==> src/rtl/wwd_pkg.sv <==
package wwd_pkg;
    typedef enum logic [1:0] {
        WST_OFF  = 2'd0,
        WST_RUN  = 2'd1,
        WST_HALT = 2'd2
    } wwd_state_e;

    localparam logic [1:0] A_CTRL = 2'd0;
    localparam logic [1:0] A_CFG  = 2'd1;
    localparam logic [1:0] A_STAT = 2'd2;
endpackage

==> src/rtl/wwd_prescaler.sv <==
module wwd_prescaler #(
    parameter int BASE_DIV = 4096,
    parameter int SEL_W    = 2
) (
    input  logic             clk_i,
    input  logic             rst_ni,
    input  logic             run_i,
    input  logic             restart_i,
    input  logic [SEL_W-1:0] sel_i,
    output logic             tick_o
);
    localparam int MAX_DIV = BASE_DIV << ((1 << SEL_W) - 1);
    localparam int PW      = $clog2(MAX_DIV);

    logic [PW-1:0] phase_q;
    logic [PW-1:0] limit;

    always_comb begin
        limit  = PW'((BASE_DIV << sel_i) - 1);
        tick_o = run_i && !restart_i && (phase_q == limit);
    end

    always_ff @(posedge clk_i) begin
        if (!rst_ni) begin
            phase_q <= '0;
        end else if (restart_i) begin
            phase_q <= '0;
        end else if (run_i) begin
            if (phase_q == limit) phase_q <= '0;
            else                  phase_q <= phase_q + 1'b1;
        end
    end
endmodule

==> src/rtl/wwd_fsm.sv <==
module wwd_fsm
    import wwd_pkg::*;
(
    input  logic       clk_i,
    input  logic       rst_ni,
    input  logic       start_i,
    input  logic       freeze_i,
    output wwd_state_e state_o,
    output logic       run_o,
    output logic       active_o
);
    wwd_state_e state_q, state_d;

    always_ff @(posedge clk_i) begin
        if (!rst_ni) state_q <= WST_OFF;
        else         state_q <= state_d;
    end

    always_comb begin
        state_d = state_q;
        unique case (state_q)
            WST_OFF:  if (start_i)   state_d = WST_RUN;   // START
            WST_RUN:  if (freeze_i)  state_d = WST_HALT;  // FREEZE
            WST_HALT: if (!freeze_i) state_d = WST_RUN;   // RESUME
            default:                 state_d = WST_OFF;
        endcase
    end

    always_comb begin
        state_o  = state_q;
        run_o    = (state_q == WST_RUN);
        active_o = (state_q != WST_OFF);
    end
endmodule

==> src/rtl/wwd_counter.sv <==
module wwd_counter #(
    parameter int CNT_W = 7
) (
    input  logic             clk_i,
    input  logic             rst_ni,
    input  logic             tick_i,
    input  logic             load_i,
    input  logic [CNT_W-1:0] load_val_i,
    input  logic             armed_i,
    input  logic             live_i,
    input  logic [CNT_W-1:0] window_i,
    input  logic             clr_i,
    output logic [CNT_W-1:0] cnt_o,
    output logic             warn_o,
    output logic             rst_req_o
);
    localparam logic [CNT_W-1:0] WARN_VAL = CNT_W'(1) << (CNT_W - 1);

    logic [CNT_W-1:0] cnt_q;
    logic             warn_q, req_q;
    logic             too_early, bad_msb, expire, reach;

    always_comb begin
        too_early = load_i && live_i && (cnt_q > window_i);
        bad_msb   = load_i && armed_i && !load_val_i[CNT_W-1];
        expire    = tick_i && !load_i && (cnt_q == WARN_VAL);
        reach     = tick_i && !load_i && (cnt_q == WARN_VAL + CNT_W'(1));
    end

    always_ff @(posedge clk_i) begin
        if (!rst_ni) begin
            cnt_q  <= '1;
            warn_q <= 1'b0;
            req_q  <= 1'b0;
        end else begin
            if (load_i)      cnt_q <= load_val_i;
            else if (tick_i) cnt_q <= cnt_q - 1'b1;

            if (reach || too_early) warn_q <= 1'b1;
            else if (clr_i)         warn_q <= 1'b0;

            req_q <= too_early || bad_msb || expire;
        end
    end

    assign cnt_o     = cnt_q;
    assign warn_o    = warn_q;
    assign rst_req_o = req_q;
endmodule

==> src/rtl/win_watchdog.sv <==
module win_watchdog
    import wwd_pkg::*;
#(
    parameter int BASE_DIV = 4096,
    parameter int CNT_W    = 7
) (
    input  logic             clk_i,
    input  logic             rst_ni,
    input  logic             wr_en_i,
    input  logic [1:0]       wr_addr_i,
    input  logic [CNT_W+3:0] wr_data_i,
    input  logic             dbg_halt_i,
    output logic [CNT_W-1:0] cnt_o,
    output logic             warn_o,
    output logic             irq_o,
    output logic             rst_req_o
);
    localparam int SEL_W = 2;

    logic [CNT_W-1:0] window_q;
    logic [SEL_W-1:0] sel_q;
    logic             irq_en_q, dbg_stop_q;

    logic       ctrl_wr, cfg_wr, clr, start, armed, freeze;
    logic       run, active, tick;
    wwd_state_e state;

    always_comb begin
        ctrl_wr = wr_en_i && (wr_addr_i == A_CTRL);
        cfg_wr  = wr_en_i && (wr_addr_i == A_CFG);
        clr     = wr_en_i && (wr_addr_i == A_STAT) && !wr_data_i[0];
        start   = ctrl_wr && wr_data_i[CNT_W] && !active;
        armed   = active || (ctrl_wr && wr_data_i[CNT_W]);
        freeze  = dbg_halt_i && dbg_stop_q;
    end

    always_ff @(posedge clk_i) begin
        if (!rst_ni) begin
            window_q   <= '1;
            sel_q      <= '0;
            irq_en_q   <= 1'b0;
            dbg_stop_q <= 1'b0;
        end else if (cfg_wr) begin
            window_q   <= wr_data_i[CNT_W-1:0];
            sel_q      <= wr_data_i[CNT_W+1:CNT_W];
            irq_en_q   <= wr_data_i[CNT_W+2];
            dbg_stop_q <= wr_data_i[CNT_W+3];
        end
    end

    wwd_fsm u_fsm (
        .clk_i    (clk_i),
        .rst_ni   (rst_ni),
        .start_i  (start),
        .freeze_i (freeze),
        .state_o  (state),
        .run_o    (run),
        .active_o (active)
    );

    wwd_prescaler #(.BASE_DIV(BASE_DIV), .SEL_W(SEL_W)) u_psc (
        .clk_i     (clk_i),
        .rst_ni    (rst_ni),
        .run_i     (run),
        .restart_i (ctrl_wr),
        .sel_i     (sel_q),
        .tick_o    (tick)
    );

    wwd_counter #(.CNT_W(CNT_W)) u_cnt (
        .clk_i      (clk_i),
        .rst_ni     (rst_ni),
        .tick_i     (tick),
        .load_i     (ctrl_wr),
        .load_val_i (wr_data_i[CNT_W-1:0]),
        .armed_i    (armed),
        .live_i     (active),
        .window_i   (window_q),
        .clr_i      (clr),
        .cnt_o      (cnt_o),
        .warn_o     (warn_o),
        .rst_req_o  (rst_req_o)
    );

    assign irq_o = warn_o && irq_en_q;
endmodule

==> config.mk <==
export PLATFORM = sky130hd
export DESIGN_NAME = win_watchdog
export DESIGN_NICKNAME = d
export VERILOG_FILES = /design/src/rtl/wwd_pkg.sv /design/src/rtl/wwd_prescaler.sv /design/src/rtl/wwd_fsm.sv /design/src/rtl/wwd_counter.sv /design/src/rtl/win_watchdog.sv
export SDC_FILE = /design/constraint.sdc
export NUM_CORES = 1
export LEC_CHECK = 0
export BUFFER_PORTS_ARGS = -buffer_cell sky130_fd_sc_hd__buf_2
export CAP_MARGIN = 15
export CORE_MARGIN = 4
export CORE_UTILIZATION = 40
export CTS_CLUSTER_SIZE = 40
export DETAILED_ROUTE_END_ITERATION = 16
export GPL_TIMING_DRIVEN = 1
export HOLD_SLACK_MARGIN = 0.12
export PLACE_DENSITY = 0.62
export SETUP_SLACK_MARGIN = 0.1
export SLEW_MARGIN = 15
export SYNTH_ARGS = -nofsm -noshare
export SYNTH_HDL_FRONTEND = slang
export SYNTH_SLANG_ARGS = --single-unit
export TNS_END_PERCENT = 5
==> constraint.sdc <==
create_clock -name clk_i -period 3.4 [get_ports clk_i]
set_input_delay 0.51 -clock clk_i [delete_from_list [all_inputs] [get_ports clk_i]]
set_output_delay 0.51 -clock clk_i [all_outputs]
set_load 0.005 [all_outputs]
==> metrics <==
post-synth net total 265; final net count 292; status finished clean; final hold vios 0; final wirelength 4270 µm; Synth async-reset ratio 0%; Tcrit/Tclk final 56.0%; initial antenna violation count 0; Worst EP arrival 2.08 ns; min Tclk post-route 1.90 ns; final setup fails 0; instance count on the critical path 5; Setup CP Type primary input to flip-flop; Seq cells post-synth 37; post-DP HPWL 3070 µm; overall track demand over capacity in global routing 15.2%; GP Congestion 0.776; wire per inst 12.8 µm; initial drt markers 89; worst setup path endpoint u_cnt.cnt_o[5]$_SDFFE_PN1P_; CP peak stage delay 0.54 ns; Cell Pwr Density 386 nW/µm²; first-pass GRT wire length 7440 µm; Inserted Clock Buffers 5; clk_skew 0.00398 ns; layout cells sized above 1 17.7%; CP endpoint kind flip-flop; clk buf depth 2; Final Max Tran Viols 0; Synth Flop Type dfxtp_1; Remaining Overflow, GRT 0; IO Port Bufs 26; R2R depth 6; Rows 25; postcts setup bufs 0; Avg Cell Area, Syn 8.38 µm²; commonest non-fill, non-tap cells in the layout dfxtp_1, nand2_1, buf_2; via count 1698; CP max FO 18; Worst slew margin 29.8%; DRC violations left 0; leading cell type in the layout, fill and taps excluded dfxtp_1; worst slew pin tran 1.05 ns; Mapped Area 1990 µm²; die height 78.6 µm; WP data required 3.58 ns; # IOs 27; dpl cell area 2180 µm²; drt via density 5.10; Synth warnings 0; TritonCTS clock tree built; launch point of the worst reg-to-reg path u_psc.phase_q[0]$_SDFFE_PP0P_; worst-skew pair later-pin latency 0.29 ns; Hold Buf Count CTS 0; Reg2Reg Setup Slack 1.51 ns; filler instances 476; number of distinct library cells after synthesis 51; Worst-path clk slew 0.07 ns; core box area 4790 µm²; sequential fraction of the synthesis area 37.1%; TritonCTS Sinks 37; design area 2260 µm²; Post-Synthesis Cells 238; Worst Setup SP rst_ni; Die X 78.6 µm; Hold Crit Class primary input to flip-flop; worst path cell trace buf_2 > clkinv_1 > or3_1 > mux2i_1 > nor2_1; P&R area growth vs syn 13.5%; Peak VDD IR 0.000194 V; max frequency 0.526 GHz; die area 6180 µm²; largest net degree at the start of global routing 19; r2r endpoint u_cnt.cnt_o[1]$_SDFFE_PN1P_; CTS resizes 0; Detail Route Antenna Nets 0; Post-synth EDFFs 0; Root Driver clkbuf_8; H-tree levels 2; kind of cell adding the most delay to the critical path buffers and inverters; Worst Path Buf+Inv 2; total of max-cap violations 0; drt first pass iters 4; CP startpoint kind primary input; Leak 0.912 nW; Fin Hold WS 0.451 ns; Crit-path slowest cell or3_1; RSZ-0062 raised after global routing no; setup_tns 0 ns; vias in the first global route 1584; Initial Util 41.7%; # diodes 0; Reg area 741 µm²; area of the multi-input gates 1170 µm²
==> report_power, final <==
group          switching, W  total (W)  internal (W)  leakage (nW)
registers         0.0000196   0.000470      0.000450         0.301
logic             0.0000605   0.000108     0.0000475         0.566
clock network      0.000153   0.000295      0.000142        0.0450
==> synthesized netlist by cell type, types with 2 or more instances <==
cell type / number / area (µm²)
o211ai_1: 8 / 60.1
nand4_1: 7 / 43.8
nand3b_1: 2 / 15.0
ha_1: 10 / 125
clkbuf_1: 5 / 18.8
nor2_1: 24 / 90.1
o21ai_0: 4 / 20.0
mux2i_1: 3 / 30.0
nor3_1: 7 / 35.0
xnor2_1: 4 / 35.0
dfxtp_1: 37 / 741
xor2_1: 9 / 78.8
nor3b_1: 2 / 15.0
and3_1: 2 / 12.5
nand2b_1: 2 / 12.5
a21oi_1: 13 / 65.1
or3_1: 4 / 25.0
nor4_1: 2 / 12.5
nor2b_1: 3 / 18.8
and4_1: 2 / 17.5
a211oi_1: 2 / 15.0
o41ai_1: 2 / 17.5
and4_2: 2 / 20.0
inv_1: 11 / 41.3
nand3_1: 14 / 70.1
nand2_1: 32 / 120
==> state kept, by name, summed over array words and instances, names as in the netlist <==
name and cells:
u_psc.phase_q 15, u_cnt.cnt_o 7, window_q 7, sel_q 2
u_fsm.state_o 2, dbg_stop_q 1, irq_en_q 1, u_cnt.rst_req_o 1
u_cnt.warn_o 1
==> layout make-up <==
type | instances | area share (%)
multi-input combinational | 182 | 51.9
sequential | 37 | 32.7
timing repair buffer | 27 | 6.08
tap | 67 | 3.70
clock buffer | 6 | 3.21
inverter | 12 | 1.99
clock inverter | 2 | 0.442
==> metrics by stage <==
| stage | std cells | setup WS [ns] | power (W) | utilization [%] |
|---|---|---|---|---|
| finish | 333 | 1.50 | 0.000873 | 47.3 |
| global route | 333 | 1.35 | 0.000925 | 47.3 |
| CTS | 333 | 1.51 | 0.000891 | 47.3 |
| detailed placement | 325 | 1.23 | 0.000589 | 45.6 |
| global placement | 325 | 1.30 | 0.000588 | 45.6 |
| floorplan | 238 | 1.71 | 0.000547 | - |
==> logic make-up (layout without fill, tap and decap cells) <==
family	Yosys count	count (layout)	synth area share (%)
AND/OR/NAND/NOR	115	115	30.7
buffers and inverters	19	47	4.01
AO/OA/AOI/OAI	40	40	14.1
flip-flops	37	37	37.1
adder cells (fa/ha/maj)	10	10	6.27
multiplexers	4	4	2.07
XOR/XNOR	13	13	5.71
==> worst register-to-register path, stage by stage (launching register included) <==
cell and delay [ns]:
dfxtp_1 0.38, ha_1 0.21, and4b_4 0.29, nand4_4 0.13
a21oi_4 0.32, mux2_2 0.38, o21ai_1 0.11
==> worst min-delay path by stage <==
stage                                        startpoint                            end  slack (ns)  cells after the start
final                                      wr_data_i[8]          sel_q[1]$_SDFFE_PN0P_        0.45                      3
after global routing                       wr_data_i[8]          sel_q[1]$_SDFFE_PN0P_        0.46                      3
after CTS                                  wr_data_i[8]          sel_q[1]$_SDFFE_PN0P_        0.44                      3
after detailed placement          irq_en_q$_SDFFE_PN0P_          irq_en_q$_SDFFE_PN0P_        0.45                      2
after global placement    u_psc.phase_q[1]$_SDFFE_PP0P_  u_psc.phase_q[1]$_SDFFE_PP0P_        0.46                      2
after floorplan                   irq_en_q$_SDFFE_PN0P_          irq_en_q$_SDFFE_PN0P_        0.43                      2
==> layer usage <==
metal | global-route usage (%) | up-vias | part of all wire (%)
met4 | 5.94 | 0 | 1.5
met3 | 3.10 | 7 | 3.4
met2 | 22.4 | 27 | 40
met1 | 21.6 | 759 | 55
li1 | - | 905 | -
met5 | 0 | - | 0
(Power assumes the default switching activity.)
